$ cat config.mk
export PLATFORM = sky130hd
export DESIGN_NAME = sdram_pwrup_seq
export DESIGN_NICKNAME = d
export VERILOG_FILES = /design/src/rtl/sdr_init_pkg.sv /design/src/rtl/sdr_cycle_timer.sv /design/src/rtl/sdr_mode_word.sv /design/src/rtl/sdr_init_fsm.sv /design/src/rtl/sdram_pwrup_seq.sv
export SDC_FILE = /design/constraint.sdc
export NUM_CORES = 1
export LEC_CHECK = 0
export BUFFER_PORTS_ARGS = -buffer_cell sky130_fd_sc_hd__clkbuf_2
export CAP_MARGIN = 20
export CORE_ASPECT_RATIO = 2
export CORE_MARGIN = 3
export CORE_UTILIZATION = 47
export CTS_BUF_LIST = sky130_fd_sc_hd__clkbuf_8
export DETAILED_ROUTE_END_ITERATION = 10
export PLACE_DENSITY = 0.73
export SYNTH_ARGS = -nofsm -noshare
export SYNTH_HDL_FRONTEND = slang
export SYNTH_HIERARCHICAL = 1
export SYNTH_SLANG_ARGS = --single-unit
$ cat constraint.sdc
create_clock -name clk -period 5.4 [get_ports clk]
set_input_delay 0.27 -clock clk [delete_from_list [all_inputs] [get_ports clk]]
set_output_delay 0.27 -clock clk [all_outputs]
set_load 0.05 [all_outputs]
$ cat src/rtl/sdr_init_pkg.sv
package sdr_init_pkg;

   typedef struct packed {
      logic cs_n;
      logic ras_n;
      logic cas_n;
      logic we_n;
   } sdr_cmd_t;

   localparam sdr_cmd_t CMD_NOP     = '{cs_n: 1'b0, ras_n: 1'b1, cas_n: 1'b1, we_n: 1'b1};
   localparam sdr_cmd_t CMD_PRE_ALL = '{cs_n: 1'b0, ras_n: 1'b0, cas_n: 1'b1, we_n: 1'b0};
   localparam sdr_cmd_t CMD_AUTOREF = '{cs_n: 1'b0, ras_n: 1'b0, cas_n: 1'b0, we_n: 1'b1};
   localparam sdr_cmd_t CMD_MODESET = '{cs_n: 1'b0, ras_n: 1'b0, cas_n: 1'b0, we_n: 1'b0};

   typedef enum logic [3:0] {
      PH_SETTLE,
      PH_PRECHG,
      PH_WAIT_RP,
      PH_REFRESH,
      PH_WAIT_RC,
      PH_MODESET,
      PH_WAIT_RSC,
      PH_READY,
      PH_CFG_FAULT,
      PH_HALTED
   } sdr_phase_e;

   // nanoseconds to whole cycles, rounded up, never below 2
   function automatic int ns_to_cycles(input int t_ns, input int period_ps);
      int c;
      c = (t_ns * 1000 + period_ps - 1) / period_ps;
      if (c < 2) c = 2;
      return c;
   endfunction

   function automatic int floor_two(input int c);
      return (c < 2) ? 2 : c;
   endfunction

   function automatic int max_of3(input int a, input int b, input int c);
      int m;
      m = (a > b) ? a : b;
      return (m > c) ? m : c;
   endfunction

endpackage

$ cat src/rtl/sdr_cycle_timer.sv
module sdr_cycle_timer #(
   parameter int W       = 8,
   parameter int RST_VAL = 0
) (
   input  logic         clk,
   input  logic         rst_n,
   input  logic         load,
   input  logic [W-1:0] load_val,
   input  logic         step,
   output logic         expired
);

   logic [W-1:0] cnt_q;

   always_ff @(posedge clk or negedge rst_n) begin
      if (!rst_n) begin
         cnt_q <= W'(RST_VAL);
      end else if (load) begin
         cnt_q <= load_val;
      end else if (step && (cnt_q != '0)) begin
         cnt_q <= cnt_q - 1'b1;
      end
   end

   assign expired = (cnt_q == '0);

endmodule

$ cat src/rtl/sdr_mode_word.sv
module sdr_mode_word #(
   parameter int AW = 12
) (
   input  logic [3:0]    burst_len,
   input  logic          interleave,
   input  logic [2:0]    cas_lat,
   output logic [AW-1:0] word,
   output logic          legal
);

   logic [2:0] bl_code;
   logic       bl_ok;
   logic [2:0] cl_code;
   logic       cl_ok;
   logic [6:0] low_word;

   always_comb begin
      bl_ok = 1'b1;
      unique case (burst_len)
         4'd1:    bl_code = 3'b000;
         4'd2:    bl_code = 3'b001;
         4'd4:    bl_code = 3'b010;
         4'd8:    bl_code = 3'b011;
         default: begin
            bl_code = 3'b000;
            bl_ok   = 1'b0;
         end
      endcase
   end

   always_comb begin
      cl_ok = 1'b1;
      unique case (cas_lat)
         3'd2:    cl_code = 3'b010;
         3'd3:    cl_code = 3'b011;
         default: begin
            cl_code = 3'b000;
            cl_ok   = 1'b0;
         end
      endcase
   end

   assign low_word = {cl_code, interleave, bl_code};
   assign legal    = bl_ok && cl_ok;

   generate
      if (AW > 7) begin : g_pad
         assign word = {{(AW-7){1'b0}}, low_word};
      end else begin : g_bad_width
         $error("sdr_mode_word: AW must exceed 7");
         assign word = '0;
      end
   endgenerate

endmodule

$ cat src/rtl/sdr_init_fsm.sv
module sdr_init_fsm
   import sdr_init_pkg::*;
#(
   parameter int SETTLE_CYC = 125000,
   parameter int RP_CYC     = 5,
   parameter int RC_CYC     = 18,
   parameter int RSC_CYC    = 2,
   parameter int N_REF      = 8
) (
   input  logic       clk,
   input  logic       rst_n,
   input  logic       mode_legal,
   output sdr_phase_e phase,
   output sdr_cmd_t   cmd,
   output logic       init_done,
   output logic       cfg_error
);

   localparam int MAXC = max_of3(SETTLE_CYC, RP_CYC, max_of3(RC_CYC, RSC_CYC, 2));
   localparam int TW   = $clog2(MAXC + 1);
   localparam int RW   = $clog2(N_REF + 1);

   sdr_phase_e ph_q, ph_d;
   logic          tmr_load;
   logic [TW-1:0] tmr_val;
   logic          tmr_exp;
   logic          ref_step;
   logic          ref_exp;

   sdr_cycle_timer #(.W(TW), .RST_VAL(SETTLE_CYC - 1)) u_wait (
      .clk      (clk),
      .rst_n    (rst_n),
      .load     (tmr_load),
      .load_val (tmr_val),
      .step     (1'b1),
      .expired  (tmr_exp)
   );

   sdr_cycle_timer #(.W(RW), .RST_VAL(N_REF - 1)) u_refs (
      .clk      (clk),
      .rst_n    (rst_n),
      .load     (1'b0),
      .load_val ('0),
      .step     (ref_step),
      .expired  (ref_exp)
   );

   always_comb begin
      ph_d     = ph_q;
      tmr_load = 1'b0;
      tmr_val  = '0;
      ref_step = 1'b0;
      unique case (ph_q)
         PH_SETTLE:   if (tmr_exp) ph_d = PH_PRECHG;
         PH_PRECHG: begin
            ph_d     = PH_WAIT_RP;
            tmr_load = 1'b1;
            tmr_val  = TW'(RP_CYC - 2);
         end
         PH_WAIT_RP:  if (tmr_exp) ph_d = PH_REFRESH;
         PH_REFRESH: begin
            ph_d     = PH_WAIT_RC;
            tmr_load = 1'b1;
            tmr_val  = TW'(RC_CYC - 2);
         end
         PH_WAIT_RC: begin
            if (tmr_exp) begin
               if (!ref_exp) begin
                  ph_d     = PH_REFRESH;
                  ref_step = 1'b1;
               end else if (mode_legal) begin
                  ph_d = PH_MODESET;
               end else begin
                  ph_d = PH_CFG_FAULT;
               end
            end
         end
         PH_MODESET: begin
            ph_d     = PH_WAIT_RSC;
            tmr_load = 1'b1;
            tmr_val  = TW'(RSC_CYC - 2);
         end
         PH_WAIT_RSC: if (tmr_exp) ph_d = PH_READY;
         PH_READY:     ph_d = PH_READY;
         PH_CFG_FAULT: ph_d = PH_HALTED;
         PH_HALTED:    ph_d = PH_HALTED;
         default:      ph_d = PH_HALTED;
      endcase
   end

   always_ff @(posedge clk or negedge rst_n) begin
      if (!rst_n) ph_q <= PH_SETTLE;
      else        ph_q <= ph_d;
   end

   always_comb begin
      unique case (ph_q)
         PH_PRECHG:  cmd = CMD_PRE_ALL;
         PH_REFRESH: cmd = CMD_AUTOREF;
         PH_MODESET: cmd = CMD_MODESET;
         default:    cmd = CMD_NOP;
      endcase
   end

   assign phase     = ph_q;
   assign init_done = (ph_q == PH_READY);
   assign cfg_error = (ph_q == PH_CFG_FAULT);

endmodule

$ cat src/rtl/sdram_pwrup_seq.sv
module sdram_pwrup_seq
   import sdr_init_pkg::*;
#(
   parameter int CLK_PERIOD_PS = 4000,
   parameter int T_SETTLE_NS   = 500000,
   parameter int T_RP_NS       = 20,
   parameter int T_RC_NS       = 70,
   parameter int T_RSC_CYC     = 2,
   parameter int N_REF         = 8,
   parameter int ADDR_W        = 12,
   parameter int BANK_W        = 2
) (
   input  logic              clk,
   input  logic              rst_n,
   input  logic [3:0]        cfg_burst_len,
   input  logic              cfg_interleave,
   input  logic [2:0]        cfg_cas_lat,
   output logic              sd_cs_n,
   output logic              sd_ras_n,
   output logic              sd_cas_n,
   output logic              sd_we_n,
   output logic              sd_cke,
   output logic              sd_dqm,
   output logic [BANK_W-1:0] sd_ba,
   output logic [ADDR_W-1:0] sd_addr,
   output logic              init_done,
   output logic              cfg_error
);

   localparam int SETTLE_CYC = ns_to_cycles(T_SETTLE_NS, CLK_PERIOD_PS);
   localparam int RP_CYC     = ns_to_cycles(T_RP_NS, CLK_PERIOD_PS);
   localparam int RC_CYC     = ns_to_cycles(T_RC_NS, CLK_PERIOD_PS);
   localparam int RSC_CYC    = floor_two(T_RSC_CYC);
   localparam int ALLBANK_BIT = 10;

   generate
      if (N_REF < 8) begin : g_bad_nref
         $error("sdram_pwrup_seq: N_REF must be at least 8");
      end
      if (ADDR_W < 11) begin : g_bad_aw
         $error("sdram_pwrup_seq: ADDR_W must be at least 11");
      end
      if (CLK_PERIOD_PS < 1) begin : g_bad_clk
         $error("sdram_pwrup_seq: CLK_PERIOD_PS must be positive");
      end
   endgenerate

   sdr_phase_e        phase;
   sdr_cmd_t          cmd;
   logic [ADDR_W-1:0] mode_word;
   logic              mode_legal;

   sdr_mode_word #(.AW(ADDR_W)) u_mode (
      .burst_len  (cfg_burst_len),
      .interleave (cfg_interleave),
      .cas_lat    (cfg_cas_lat),
      .word       (mode_word),
      .legal      (mode_legal)
   );

   sdr_init_fsm #(
      .SETTLE_CYC (SETTLE_CYC),
      .RP_CYC     (RP_CYC),
      .RC_CYC     (RC_CYC),
      .RSC_CYC    (RSC_CYC),
      .N_REF      (N_REF)
   ) u_fsm (
      .clk        (clk),
      .rst_n      (rst_n),
      .mode_legal (mode_legal),
      .phase      (phase),
      .cmd        (cmd),
      .init_done  (init_done),
      .cfg_error  (cfg_error)
   );

   always_comb begin
      sd_addr = '0;
      if (phase == PH_PRECHG)       sd_addr[ALLBANK_BIT] = 1'b1;
      else if (phase == PH_MODESET) sd_addr = mode_word;
   end

   assign sd_ba    = '0;
   assign sd_cs_n  = cmd.cs_n;
   assign sd_ras_n = cmd.ras_n;
   assign sd_cas_n = cmd.cas_n;
   assign sd_we_n  = cmd.we_n;
   assign sd_cke   = 1'b1;
   assign sd_dqm   = !init_done;

endmodule

---- Yosys cells after proc, flatten, opt, wreduce, memory -nomap -nowiden ----
Index checks and enable logic that the tools add are counted.
W data, S select, Z words.
word-level totals
  bits in registers ....................... 25
  bits in latches ......................... 0
  memory bits (writable) .................. 0
  memory bits (read-only) ................. 0
  bits of input ports ..................... 10
  output and inout port bits .............. 22
  word-level logic and storage cells ...... 59
  memories kept ........................... 0
cells by class
  add/sub/neg operators ................... 2
  multiply operators ...................... 0
  divide/modulo/power cells ............... 0
  order comparisons ....................... 0
  eq/ne operators ......................... 18
  shift operators ......................... 0
  mux-type cells .......................... 23
  bitwise logic cells ..................... 0
  reduce and logical (&&, ||, !) cells .... 13
operator list
  kind                     number
  $mux W17                 2
  $pmux W4 S8              1
  $mux W4                  6
  $eq A4 B3 Y1 const B     5
  $logic_not A17 Y1        1
  $reduce_bool A17 Y1      1
  $sub A17 B1 Y17 const B  1
  $eq A4 B2 Y1 const B     3
  $mux W10                 1
  $pmux W5 S2              1
  $pmux W3 S3              1
  $eq A4 B1 Y1 const B     2
  $eq A4 B4 Y1 const B     2
  $logic_not A4 Y1         2
  $mux W1                  8
  $ne A2 B1 Y1 const B     4
  $mux W7                  1
  $eq A3 B2 Y1 const B     2
  $pmux W2 S3              1
  $pmux W2 S2              1
  $reduce_and A4 Y1        1
  $reduce_bool A4 Y1       1
  $reduce_or A4 Y1         1
  $sub A4 B1 Y4 const B    1
  5 further kinds          6

---- Logic depth before layout (Yosys ltp) ----
  depth after elaboration ................. 8
  mapped depth ............................ 10
  gate-level depth less buffers ........... 10

---- Cells and area by module ----
The synthesis kept the hierarchy.
modules (own cells, without submodules)
  module                           instances  cells each  area an instance (µm²)  sequential area each (µm²)
  sdr_cycle_timer at u_fsm.u_wait  1          134         1143.6                  436.7
  sdr_init_fsm                     1          36          289.0                   100.1
  sdr_cycle_timer at u_fsm.u_refs  1          27          274.0                   103.8
  sdram_pwrup_seq                  1          21          140.1                   0.0
  sdr_mode_word                    1          18          130.1                   0.0

---- Least setup slack after synthesis ----
No wires, ideal clock.
  path kind ............................... reg-to-output
  start ................................... reg u_fsm.ph_q[3] (netlist: u_fsm/phase[3])
  end ..................................... out sd_dqm
  data arrival time ....................... 2.355 ns
  required time ........................... 5.130 ns
  slack ................................... 2.775 ns
  cell stages (with the launch flop) ...... 4
  buffers on the path ..................... 0
  path through ............................ dfrtp_1 nand2b_2 nor3_1 inv_1
on the way
  longest elaborated chain between the ends .. 2
RTL lines
  what                      line                   RTL
  start: declaration        sdr_init_fsm.sv:23     sdr_phase_e ph_q, ph_d;
  start signal: assignment  sdr_init_fsm.sv:93     else ph_q <= ph_d;
  $eq A4 B3 Y1              sdr_init_fsm.sv:106    assign init_done = (ph_q == PH_READY);
  via init_done             sdram_pwrup_seq.sv:26  output logic init_done,
  $logic_not A1 Y1          sdram_pwrup_seq.sv:89  assign sd_dqm = !init_done;
  end: declaration          sdram_pwrup_seq.sv:23  output logic sd_dqm,
The timed path passes the listed nets, and every way through them passes these cells.

---- Final worst setup path ----
  start ................................... reg u_fsm.u_wait.cnt_q[0]
  end ..................................... reg u_fsm.u_refs.cnt_q[1]
on the way
  longest elaborated chain between the ends .. 4
RTL lines
  what                      line                   RTL
  start: declaration        sdr_cycle_timer.sv:13  logic [W-1:0] cnt_q;
  start signal: assignment  sdr_cycle_timer.sv:17  cnt_q <= W'(RST_VAL);
  start signal: assignment  sdr_cycle_timer.sv:19  cnt_q <= load_val;
  start signal: assignment  sdr_cycle_timer.sv:21  cnt_q <= cnt_q - 1'b1;
  $logic_not A17 Y1         sdr_cycle_timer.sv:25  assign expired = (cnt_q == '0);
  via u_fsm.tmr_exp         sdr_init_fsm.sv:26     logic tmr_exp;
  $mux W1                   sdr_init_fsm.sv:67     if (tmr_exp) begin
  $mux W1                   sdr_init_fsm.sv:53     unique case (ph_q)
  via u_fsm.ref_step        sdr_init_fsm.sv:27     logic ref_step;
  $logic_and A1 B1 Y1       sdr_cycle_timer.sv:20  end else if (step && (cnt_q != '0)) begin
  end signal: assignment    sdr_cycle_timer.sv:17
  end signal: assignment    sdr_cycle_timer.sv:19
  end signal: assignment    sdr_cycle_timer.sv:21
  end: declaration          sdr_cycle_timer.sv:13
The timed path passes the listed nets, and every way through them passes these cells.
A chain may end at the register's enable or synchronous reset.

==> flow_summary.ini <==
[outcome]
status = finished, violations left
violations = slew limit

[logic_synthesis]
muxShareOfSynthArea = 0
yosys_warnings = 6
yosysUniqueCellTypes = 56
synthFlopType = dfrtp_1
synthAdderAreaFrac = 0.01266
netlist_instances = 236
ys_seq_area_frac = 0.3241
synth-seq-cells = 25
syn_area_um2 = 1977
synth_xor_area_frac = 0.01329
syn_avg_cell_area_um2 = 8.377
synth-simple-area-share = 0.3544
ys_async_sr_fraction = 1.000
synth-compound-area-share = 0.1905
synth_edf_count = 0
synth_top_family_by_area = simple AND/OR/NAND/NOR gates

[clocking]
cts_resized = 0
cts-htree-levels = 1
path_clk_slew_ps = 90
post_cts_buffers = 0
cts_root_buffer = clkbuf_8
insertion_delay_ps = 270
cts_tree = built
cts.sinks = 25
clockBufferDepth = 2
numCtsBuffers = 3
ctsHoldBuffers = 0

[timing]
drv_slew = 1
layout_setup_ws_ps = 2255
fin_worst_skew_ps = 2.372
setup_viol = 0
tightestPinTransition_ps = 2201
fin_crit_sh = 0.5824
maxClockFrequency_mhz = 318.0
finalCriticalPeriod_ps = 3145
rsz0062_at_grt = false
slew_headroom = -0.4883
final_hold_viol_count = 0
setup_tns_ps = 0

[place]
pre_cts_slack_ps = 2320
port-buffer-count = 21
gp_congestion = 0.8730
placed_area_um2 = 2122
post-dp-hpwl_um = 3305

[floorplanning]
core-area_um2 = 3964
die-area_um2 = 5068
ios = 32
rows = 32
die_h_um = 97.72
die_w_um = 51.86
initial_core_util = 0.4987

[pwr]
power.total_w = 0.0004319
power_density_nw_per_um2 = 199.3
p_comb_frac = 0.187
swShare = 0.3102
p_int_w = 0.0002979
seq_power_share = 0.552
vdd_drop_max_mv = 0.1944
power.switching_w = 0.0001340
power_leakage_nw = 0.8759
p_clk_frac = 0.260

[drt]
vias = 1774
wl_per_cell_um = 13.49
ant_nets = 0
wirelength_um = 4331
drc = 0
via_per_inst = 5.526
drt_iter0_drc = 31
first_pass_iters = 4

[worst_setup_path]
cp.required_ps = 5610
endpoint_kind = flop
path_class = flop to flop
cp_data_arrival_time_ps = 3350
worstPathMaxFanout = 10
cp-start-kind = flop

[layout]
n_antenna_cell = 0
drive_gt1_frac = 0.1926
fin_nets = 283
areaGrowthSynthToFinish_pct = 9.620
fillCellCount = 383
final_area_um2 = 2167

[global_route]
first_global_vias = 1743
grt.overflow.total = 0
track_usage = 0.1887
antenna_found_initial = 0
grt_start_max_net_pins = 31
grt_pass1_wl_um = 7493

[min_path]
hold_class = primary input to async pin

[flow_run]
max_cap_violations = 0
path summary, 6_finish.rpt:
check / startpoint / to / slack (ps) / depth (start not counted)
worst max-delay path: u_fsm/u_wait/cnt_q[0] / u_fsm/u_refs/cnt_q[1] / 2260 / 10
worst min-delay path: rst_n / u_fsm/u_wait/cnt_q[5] / 5 / 1
worst max register to register: u_fsm/u_wait/cnt_q[0] / u_fsm/u_refs/cnt_q[1] / 2260 / 10
worst min register to register: u_fsm/u_wait/cnt_q[14] / u_fsm/u_wait/cnt_q[14] / 540 / 2
max in group asynchronous: rst_n / u_fsm/u_wait/cnt_q[10] / 4980 / 1
min in group clk: cfg_cas_lat[2] / u_fsm/phase[3] / 530 / 4
cell usage after synthesis (all sizes together) (6+ instances only):
cell type	count	area [µm²]
a31oi	11	68.82
and2	14	87.58
buf	15	117.6
dfrtp	13	325.3
dfstp	12	315.3
inv	14	52.55
nand2	18	67.56
nand3	6	30.03
nor2	13	48.80
nor3	16	85.08
o21ai	15	75.07
or4	8	60.06
worst max-delay path, cell delays in order (launching register included):
cell and delay [ps]:
dfstp_2 380, inv_1 80, ha_1 210, nor3b_2 300
nand4b_2 250, nor2_1 590, nand3b_1 200, nor3_1 360
inv_1 130, or4_1 500, o211ai_2 80
final cells by class:
class | instances | area, µm² | share of cell area
clock buffer | 3 | 41.29 | 0.01905
clock inverter | 1 | 3.754 | 0.001732
inverter | 15 | 56.30 | 0.02598
multi-input combinational | 204 | 1249 | 0.5762
sequential | 25 | 640.6 | 0.2956
tap | 51 | 63.81 | 0.02945
timing repair buffer | 22 | 112.6 | 0.05196
metrics by stage:
stage	std cells	util	hold slack [ps]
after floorplan	263	-	-25.59
after global placement	317	0.5354	327.9
after detailed placement	317	0.5354	333.8
after CTS	321	0.5467	31.30
after global routing	321	0.5467	51.28
final	321	0.5467	4.962
cell families after synthesis:
logic type,Yosys count
and+or+nand+nor,112
AOI/OAI and AO/OA,55
buffers and inverters,34
DFF,25
other,5
xor gates and xnor gates,3
adders and majority gates,2
state kept, by name, indices dropped and copies added, names as in the netlist:
signal	flops
u_fsm/phase	4
u_fsm/u_wait/cnt_q	17
u_fsm/u_refs/cnt_q	4
power by group through the flow:
stage | Clock, W | Combinational, W | Sequential (W)
after CTS | 0.000117 | 0.0000797 | 0.000238
after detailed placement | 0 | 0.0000788 | 0.000241
after global routing | 0.000123 | 0.0000928 | 0.000242
after floorplan | 0 | 0.0000689 | 0.000234
final | 0.000112 | 0.0000809 | 0.000239
after global placement | 0 | 0.0000765 | 0.000240
layout by cell type (no fill, tap or decap), types with 4 or more instances in the layout:
master / synthesis / final
nand2b_1: 4 / 4
nor3_1: 15 / 15
o31ai_1: 4 / 4
or4_1: 8 / 8
nor4b_1: 4 / 4
inv_1: 13 / 14
o21ai_0: 15 / 15
dfstp_2: 12 / 12
nand2_1: 18 / 18
nand3_1: 6 / 6
nand4_1: 4 / 4
o41ai_1: 5 / 5
a21oi_1: 4 / 4
nor2_1: 13 / 13
and2_1: 14 / 14
a31oi_1: 11 / 11
clkbuf_2: 0 / 21
dfrtp_1: 13 / 13
conb_1: 5 / 32
metal layers:
layer	GRT usage	share of wire	vias up
li1	-	-	897
met1	0.2010	0.38	830
met2	0.3463	0.57	38
met3	0.01536	0.029	9
met4	0.09697	0.029	0
met5	0	0	-
Note: power is estimated with default switching activity, not from simulation.
